## src/rtl/ttx_pkg.sv

```systemverilog
// Shared types and helpers for the asynchronous target transfer engine.
// Assumes active-high signal levels; pads handle bus polarity.
package ttx_pkg;

    typedef enum logic [1:0] {
        PH_DATA = 2'd0,
        PH_CMD  = 2'd1,
        PH_STAT = 2'd2,
        PH_MSG  = 2'd3
    } ttx_phase_e;

    typedef struct packed {
        logic msg;
        logic cd;
        logic io;
    } ttx_lines_t;

    // Odd parity bit for one byte
    function automatic logic odd_par(logic [7:0] d);
        return ~^d;
    endfunction

    // Phase-line code for a controller phase and direction
    function automatic ttx_lines_t phase_lines(ttx_phase_e ph, logic to_init);
        ttx_lines_t l;
        case (ph)
            PH_DATA: l = '{msg: 1'b0, cd: 1'b0, io: to_init};
            PH_CMD:  l = '{msg: 1'b0, cd: 1'b1, io: 1'b0};
            PH_STAT: l = '{msg: 1'b0, cd: 1'b1, io: 1'b1};
            default: l = '{msg: 1'b1, cd: 1'b1, io: to_init};
        endcase
        return l;
    endfunction

endpackage

```

## src/rtl/ttx_sync.sv

```systemverilog
// Multi-stage synchronizer for asynchronous bus inputs.
// Assumes each bit is sampled independently; STAGES >= 1.
module ttx_sync #(
    parameter int W      = 2,
    parameter int STAGES = 2
) (
    input  logic         clk,
    input  logic         rst_n,
    input  logic [W-1:0] d_async,
    output logic [W-1:0] d_sync
);
    logic [W-1:0] stage_q [STAGES];

    generate
        for (genvar s = 0; s < STAGES; s++) begin : g_stage
            if (s == 0) begin : g_first
                // First flop samples the raw line
                always_ff @(posedge clk) begin
                    if (!rst_n) stage_q[s] <= '0;
                    else        stage_q[s] <= d_async;
                end
            end else begin : g_next
                // Later flops settle metastability
                always_ff @(posedge clk) begin
                    if (!rst_n) stage_q[s] <= '0;
                    else        stage_q[s] <= stage_q[s-1];
                end
            end
        end
    endgenerate

    assign d_sync = stage_q[STAGES-1];

endmodule

```

## src/rtl/ttx_hs.sv

```systemverilog
// Handshake sequencer: phase-line control, REQ/ACK interlock, parity,
// and insertion of message-out on attention.
// Assumes ack_s and atn_s are already synchronized to clk.
module ttx_hs
    import ttx_pkg::*;
#(
    parameter int DESKEW_CYC = 4
) (
    input  logic       clk,
    input  logic       rst_n,
    input  logic       ack_s,
    input  logic       atn_s,
    input  logic       cmd_valid,
    output logic       cmd_ready,
    input  logic [1:0] cmd_phase,
    input  logic       cmd_to_init,
    input  logic [7:0] cmd_data,
    input  logic       cmd_last,
    output logic       byte_done,
    output logic       rx_valid,
    output logic [7:0] rx_data,
    output logic       rx_perr,
    output logic       rx_is_cmd,
    output logic       rx_last,
    output logic       msgout_active,
    output logic       msgout_done,
    output logic       bus_req,
    output ttx_lines_t lines,
    output logic [7:0] db_out,
    output logic       dbp_out,
    output logic       db_oe,
    input  logic [7:0] db_in,
    input  logic       dbp_in
);
    localparam int CW = $clog2(DESKEW_CYC + 1);
    localparam logic [CW-1:0] LAST_CNT = CW'(DESKEW_CYC - 1);

    typedef enum logic [1:0] {S_IDLE, S_SETUP, S_REQ, S_WAIT} st_e;

    st_e        state;
    logic [CW-1:0] cnt;
    ttx_lines_t lines_r;
    logic [7:0] db_r;
    logic       dbp_r;
    ttx_phase_e phase_r;
    logic       last_r;
    logic       in_mo;
    logic       data_open;
    logic       go_mo;

    // Message-out may start only between bytes and outside an open data phase
    always_comb begin
        go_mo     = (state == S_IDLE) && !ack_s && atn_s && !data_open;
        cmd_ready = (state == S_IDLE) && !ack_s && !(atn_s && !data_open);
    end

    // Main sequencer: setup, REQ high, REQ low waiting for ACK release
    always_ff @(posedge clk) begin
        if (!rst_n) begin
            state       <= S_IDLE;
            cnt         <= '0;
            lines_r     <= '0;
            db_r        <= '0;
            dbp_r       <= 1'b1;
            phase_r     <= PH_DATA;
            last_r      <= 1'b0;
            in_mo       <= 1'b0;
            data_open   <= 1'b0;
            rx_valid    <= 1'b0;
            rx_data     <= '0;
            rx_perr     <= 1'b0;
            rx_is_cmd   <= 1'b0;
            rx_last     <= 1'b0;
            byte_done   <= 1'b0;
            msgout_done <= 1'b0;
        end else begin
            rx_valid    <= 1'b0;
            byte_done   <= 1'b0;
            msgout_done <= 1'b0;
            case (state)
                S_IDLE: begin
                    if (go_mo) begin
                        lines_r <= '{msg: 1'b1, cd: 1'b1, io: 1'b0};
                        phase_r <= PH_MSG;
                        last_r  <= 1'b0;
                        in_mo   <= 1'b1;
                        cnt     <= '0;
                        state   <= S_SETUP;
                    end else if (cmd_valid && cmd_ready) begin
                        lines_r <= phase_lines(ttx_phase_e'(cmd_phase), cmd_to_init);
                        phase_r <= ttx_phase_e'(cmd_phase);
                        last_r  <= cmd_last;
                        db_r    <= cmd_data;
                        dbp_r   <= odd_par(cmd_data);
                        cnt     <= '0;
                        state   <= S_SETUP;
                    end
                end
                S_SETUP: begin
                    cnt <= cnt + 1'b1;
                    if (cnt == LAST_CNT) state <= S_REQ;
                end
                S_REQ: begin
                    if (ack_s) begin
                        state <= S_WAIT;
                        if (!lines_r.io) begin
                            rx_valid  <= 1'b1;
                            rx_data   <= db_in;
                            rx_perr   <= ~(^{db_in, dbp_in});
                            rx_is_cmd <= (phase_r == PH_CMD) && !in_mo;
                            rx_last   <= last_r;
                        end
                    end
                end
                default: begin
                    if (!ack_s) begin
                        cnt <= '0;
                        if (in_mo) begin
                            if (atn_s) begin
                                state <= S_SETUP;
                            end else begin
                                in_mo       <= 1'b0;
                                msgout_done <= 1'b1;
                                state       <= S_IDLE;
                            end
                        end else begin
                            byte_done <= 1'b1;
                            state     <= S_IDLE;
                            if (phase_r == PH_DATA) data_open <= !last_r;
                        end
                    end
                end
            endcase
        end
    end

    assign bus_req       = (state == S_REQ);
    assign lines         = lines_r;
    assign db_out        = db_r;
    assign dbp_out       = dbp_r;
    assign db_oe         = lines_r.io && (state != S_IDLE);
    assign msgout_active = in_mo;

    // ---------------- assertions ----------------
    logic [CW-1:0] stab_cnt;
    logic [8:0]    db_prev;

    // Cycles the outgoing byte has been stable (checker support)
    always_ff @(posedge clk) begin
        if (!rst_n) begin
            stab_cnt <= '0;
            db_prev  <= {1'b1, 8'h00};
        end else begin
            db_prev <= {dbp_r, db_r};
            if ({dbp_r, db_r} != db_prev)       stab_cnt <= '0;
            else if (stab_cnt != CW'(DESKEW_CYC)) stab_cnt <= stab_cnt + 1'b1;
        end
    end

    assert_phase_hold_R2: assert property (@(posedge clk) disable iff (!rst_n)
        (lines_r != $past(lines_r)) |-> !$past(bus_req) && !$past(ack_s));

    assert_req_interlock_R3: assert property (@(posedge clk) disable iff (!rst_n)
        $rose(bus_req) |-> !$past(ack_s));

    assert_req_release_R3: assert property (@(posedge clk) disable iff (!rst_n)
        $fell(bus_req) |-> $past(ack_s));

    assert_deskew_R4: assert property (@(posedge clk) disable iff (!rst_n)
        ($rose(bus_req) && lines_r.io) |-> (stab_cnt >= LAST_CNT));

    assert_data_hold_R4: assert property (@(posedge clk) disable iff (!rst_n)
        (bus_req && $past(bus_req)) |-> $stable(db_r) && $stable(dbp_r));

    assert_msgout_lines_R8: assert property (@(posedge clk) disable iff (!rst_n)
        (in_mo && state != S_IDLE) |-> (lines_r == 3'b110));

endmodule

```

## src/rtl/ttx_retry.sv

```systemverilog
// Command-phase parity retry counter.
// Assumes rx_* signals are single-cycle reports from the sequencer.
module ttx_retry #(
    parameter int MAX_RETRY = 3
) (
    input  logic clk,
    input  logic rst_n,
    input  logic rx_valid,
    input  logic rx_perr,
    input  logic rx_is_cmd,
    input  logic rx_last,
    output logic cmd_retry,
    output logic cmd_escalate
);
    localparam int RW = $clog2(MAX_RETRY + 1);
    localparam logic [RW-1:0] RMAX = RW'(MAX_RETRY);

    logic [RW-1:0] tries;

    // Count command parity errors, escalate once retries are used up
    always_ff @(posedge clk) begin
        if (!rst_n) begin
            tries        <= '0;
            cmd_retry    <= 1'b0;
            cmd_escalate <= 1'b0;
        end else begin
            cmd_retry    <= 1'b0;
            cmd_escalate <= 1'b0;
            if (rx_valid && rx_is_cmd) begin
                if (rx_perr) begin
                    if (tries == RMAX) begin
                        cmd_escalate <= 1'b1;
                        tries        <= '0;
                    end else begin
                        cmd_retry <= 1'b1;
                        tries     <= tries + 1'b1;
                    end
                end else if (rx_last) begin
                    tries <= '0;
                end
            end
        end
    end

    assert_retry_cause_R9: assert property (@(posedge clk) disable iff (!rst_n)
        (cmd_retry || cmd_escalate) |-> $past(rx_valid && rx_perr && rx_is_cmd));

    assert_retry_excl_R9: assert property (@(posedge clk) disable iff (!rst_n)
        $onehot0({cmd_retry, cmd_escalate}));

endmodule

```

## src/rtl/async_target_xfer.sv

```systemverilog
// Top of the asynchronous target transfer engine: synchronizes ACK and
// ATN, runs the handshake sequencer and the command retry counter.
// Assumes active-high bus levels and a single initiator.
module async_target_xfer #(
    parameter int DESKEW_CYC  = 4,
    parameter int SYNC_STAGES = 2,
    parameter int MAX_RETRY   = 3
) (
    input  logic       clk,
    input  logic       rst_n,
    input  logic       cmd_valid,
    output logic       cmd_ready,
    input  logic [1:0] cmd_phase,
    input  logic       cmd_to_init,
    input  logic [7:0] cmd_data,
    input  logic       cmd_last,
    output logic       byte_done,
    output logic       rx_valid,
    output logic [7:0] rx_data,
    output logic       rx_perr,
    output logic       msgout_active,
    output logic       msgout_done,
    output logic       cmd_retry,
    output logic       cmd_escalate,
    output logic       bus_req,
    input  logic       bus_ack,
    input  logic       bus_atn,
    output logic       bus_cd,
    output logic       bus_io,
    output logic       bus_msg,
    output logic [7:0] bus_db_out,
    output logic       bus_dbp_out,
    output logic       bus_db_oe,
    input  logic [7:0] bus_db_in,
    input  logic       bus_dbp_in
);
    import ttx_pkg::*;

    logic [1:0] sync_q;
    logic       ack_s;
    logic       atn_s;
    logic       rx_is_cmd;
    logic       rx_last;
    ttx_lines_t lines;

    ttx_sync #(.W(2), .STAGES(SYNC_STAGES)) i_sync (
        .clk     (clk),
        .rst_n   (rst_n),
        .d_async ({bus_atn, bus_ack}),
        .d_sync  (sync_q)
    );
    assign ack_s = sync_q[0];
    assign atn_s = sync_q[1];

    ttx_hs #(.DESKEW_CYC(DESKEW_CYC)) i_hs (
        .clk           (clk),
        .rst_n         (rst_n),
        .ack_s         (ack_s),
        .atn_s         (atn_s),
        .cmd_valid     (cmd_valid),
        .cmd_ready     (cmd_ready),
        .cmd_phase     (cmd_phase),
        .cmd_to_init   (cmd_to_init),
        .cmd_data      (cmd_data),
        .cmd_last      (cmd_last),
        .byte_done     (byte_done),
        .rx_valid      (rx_valid),
        .rx_data       (rx_data),
        .rx_perr       (rx_perr),
        .rx_is_cmd     (rx_is_cmd),
        .rx_last       (rx_last),
        .msgout_active (msgout_active),
        .msgout_done   (msgout_done),
        .bus_req       (bus_req),
        .lines         (lines),
        .db_out        (bus_db_out),
        .dbp_out       (bus_dbp_out),
        .db_oe         (bus_db_oe),
        .db_in         (bus_db_in),
        .dbp_in        (bus_dbp_in)
    );

    ttx_retry #(.MAX_RETRY(MAX_RETRY)) i_retry (
        .clk          (clk),
        .rst_n        (rst_n),
        .rx_valid     (rx_valid),
        .rx_perr      (rx_perr),
        .rx_is_cmd    (rx_is_cmd),
        .rx_last      (rx_last),
        .cmd_retry    (cmd_retry),
        .cmd_escalate (cmd_escalate)
    );

    assign bus_cd  = lines.cd;
    assign bus_io  = lines.io;
    assign bus_msg = lines.msg;

    assert_ready_idle_R3: assert property (@(posedge clk) disable iff (!rst_n)
        cmd_ready |-> !bus_req);

endmodule

```

## config.mk

```make
export PLATFORM = sky130hd
export DESIGN_NAME = async_target_xfer
export DESIGN_NICKNAME = d
export VERILOG_FILES = /design/src/rtl/ttx_pkg.sv /design/src/rtl/ttx_sync.sv /design/src/rtl/ttx_hs.sv /design/src/rtl/ttx_retry.sv /design/src/rtl/async_target_xfer.sv
export SDC_FILE = /design/constraint.sdc
export NUM_CORES = 1
export LEC_CHECK = 0
export BUFFER_PORTS_ARGS = -buffer_cell sky130_fd_sc_hd__buf_2
export CORE_MARGIN = 2
export CORE_UTILIZATION = 29
export CTS_BUF_LIST = sky130_fd_sc_hd__clkbuf_4
export DETAILED_ROUTE_END_ITERATION = 7
export GPL_ROUTABILITY_DRIVEN = 0
export GPL_TIMING_DRIVEN = 0
export SLEW_MARGIN = 10
export SYNTH_ARGS = -nofsm -noshare
export SYNTH_HDL_FRONTEND = slang
export SYNTH_SLANG_ARGS = --single-unit
```

## constraint.sdc

```tcl
create_clock -name clk -period 2 [get_ports clk]
set_input_delay 0.1 -clock clk [delete_from_list [all_inputs] [get_ports clk]]
set_output_delay 0.1 -clock clk [all_outputs]
set_load 0.02 [all_outputs]
```

==> results.cfg <==
[logic_synthesis]
synthTopCellsByArea = dfxtp_1, mux2i_1, nand2_1
synth_edf_count = 0
yosys.area.top_type_share_pct = 44.0
ys_ff_latch = 44
yosysTopAreaCell = dfxtp_1
syn_inst = 213
synth_nets = 247
synth_cell_type_count = 39
synth_warnings = 0
ys_seq_area_share_pct = 44.0
synth_area_per_cell_um2 = 9.40
netlist_area_um2 = 2000
synth_ff_type = dfxtp_1
async_flop_share_pct = 0

[timing]
hold_viol_final = 0
finalClockSkew_ns = 0.0142
period_minus_slack_ns = 1.82
fin_setup_tns_ns = 0
fin_crit_sh_pct = 91.0
slew-limit-headroom_pct = 68.7
setup_violations = 0
fmax_mhz = 549
maxSlewViolCount = 0
tightestPinTransition_ns = 0.470
rsz0062_at_grt = false

[place]
dp.cells = 348
dp_hpwl_um = 3190
io_buffers = 55
placed_area_um2 = 2380

[final_layout]
final_net_count = 320
final_cells = 366
areaGrowthSynthToFinish_pct = 26.4
nFillCells = 721
drive_above_1_share_pct = 26.2
antenna_cells = 0
final_area_um2 = 2530
final_core_util_pct = 37.5

[critical_path]
r2r_setup_slack_ns = 0.19
critPathKind = register to output pin
cp-start-kind = register
endpoint_kind = output pin
crit_family = buffers and inverters
crit_slowest_cell = dfxtp_2
path_cells = inv_1, ha_1, clkbuf_2, and2b_2, and2b_1, buf_2
critPathArrivalTime_ns = 1.72
max_stage_delay_ns = 0.39
cp_max_fo = 9
crit_buf_inv = 3
cp.required_ns = 1.90

[power_and_ir_drop]
ir_drop_uv = 519
p_leak_nw = 1.14
cellPowerDensity_nw_per_um2 = 924

[clock_tree]
cts_buffer_depth = 2
cts_tree = done
cts_root_buffer = clkbuf_4
clk_latency_ns = 0.35
cts.sinks = 44
cts.clk_slew.worst_paths_ns = 0.13
htree_levels = 2
numCtsBuffers = 5

[global_route]
grt_usage_pct = 12.0
grt_pass1_vias = 1518
antenna_found_initial = 0
grt_pass1_wl_um = 7100
grt_max_degree = 13
grt_overflow_total = 0

[job]
drv_cap = 0

[floorplanning]
start_util_pct = 29.6
io-pin-count = 56
row_count = 30
core_um2 = 6760
dieArea_um2 = 7590
die_y_um = 87.1
dieWidth_um = 87.1

[routing]
routed_wl_um = 4310
viasPerCell = 4.44
first_pass_iters = 4
drc_errors = 0
wl_per_cell_um = 11.8
drtIter0Drc = 51
ant_nets = 0
vias = 1624

[hold_path]
hold_class = input port to register

[outcome]
outcome = completed
[cells by family after synthesis]
group           share of synthesized area (%)
mux                                      6.50
simple gates                             21.4
compound gates                           12.8
flops                                    44.0
buf+inv                                  3.81
fa+ha+maj                                5.00
xor+xnor                                 6.56
[synth_stat cells (all sizes together) (3+ instances only)]
cell type,count
a21boi,15
a21oi,3
and2,8
and2b,3
buf,3
clkbuf,7
dfxtp,44
ha,8
inv,5
mux2i,13
nand2,31
nand3,5
nor2,11
nor2b,16
o211ai,3
o21ai,5
xnor2,12
xor2,3
[cell type report]
class                      instances  area [um2]  area share [%]
multi-input combinational        154        1050            41.3
sequential                        44         883            34.9
timing repair buffer              66         378            14.9
tap                               80         100            3.95
buffer                            10        61.3            2.42
clock buffer                       5        37.5            1.48
inverter                           5        18.8           0.741
clock inverter                     2        7.51           0.296
[report_power, final]
| group | leakage, nW | internal [mW] | switching [mW] |
|---|---|---|---|
| combinational | 0.751 | 0.404 | 0.497 |
| sequential | 0.359 | 0.980 | 0.0705 |
| clock | 0.0261 | 0.123 | 0.265 |
| total | 1.14 | 1.51 | 0.833 |
[cell usage in the layout (no fill, tap or decap), types with 2 or more instances in the layout]
master	count
inv_1	5
dfxtp_1	42
o211ai_1	3
o21ai_0	5
buf_4	3
mux2i_1	13
buf_6	3
clkbuf_4	5
clkinv_1	2
a22oi_1	2
xnor2_1	12
dlygate4sd3_1	8
and2_1	7
and2b_1	2
and3_1	2
nand3_1	5
nor2b_4	2
xor2_1	3
buf_2	55
o31ai_1	2
nor2_1	11
nor2b_1	14
nand2_1	31
dfxtp_2	2
a21oi_1	3
a21boi_0	14
ha_1	8
clkbuf_1	6
[state kept, by name (all words and copies together), names as in the netlist, 2 cells and up]
register	count
i_hs.cnt	3
i_hs.db_out	8
i_hs.lines	3
i_hs.phase_r	2
i_hs.rx_data	8
i_hs.state	2
i_retry.tries	2
i_sync.stage_q	4
[metal layers]
layer	global-route usage (%)	vias up	share of wire [%]
met4	3.78	0	0.93
met3	3.32	4	5.5
met1	15.1	725	47
met5	0	-	0
li1	-	855	-
met2	19.7	40	46
[final timing paths]
path / startpoint / endpoint / cells past startpoint
max: i_hs.state[0] / cmd_ready / 6
min: bus_db_in[5] / i_hs.rx_data[5] / 3
max reg2reg: i_hs.state[0] / i_hs.phase_r[1] / 9
min reg2reg: i_sync.stage_q[0][1] / i_sync.stage_q[1][1] / 1
[per-stage QoR]
step / total power [mW] / hold slack [ns] / setup WS (ns)
after floorplan: 1.70 / 0.227 / 0.240
after global routing: 2.52 / 0.0107 / 0.0421
after detailed placement: 1.93 / 0.314 / 0.0386
after global placement: 1.92 / 0.313 / 0.0619
final: 2.34 / 0.00892 / 0.179
after CTS: 2.33 / 0.00399 / 0.0170
[timing repair]
item | in CTS | in global routing
endpoints found under the setup margin | 0 | 7
endpoints found under the hold margin | 8 | 0
buffers inserted | 0 | 3
hold buffers | 8 | 0
resized for setup | 0 | 3
[tightest hold or removal path, delay by kind of cell]
| kind | cells | cell delay, ns |
|---|---|---|
| compound gates | 1 | 0.07 |
| buf+inv | 1 | 0.11 |
| simple gates | 1 | 0.05 |
No activity file was read; power rests on OpenSTA's default activity.
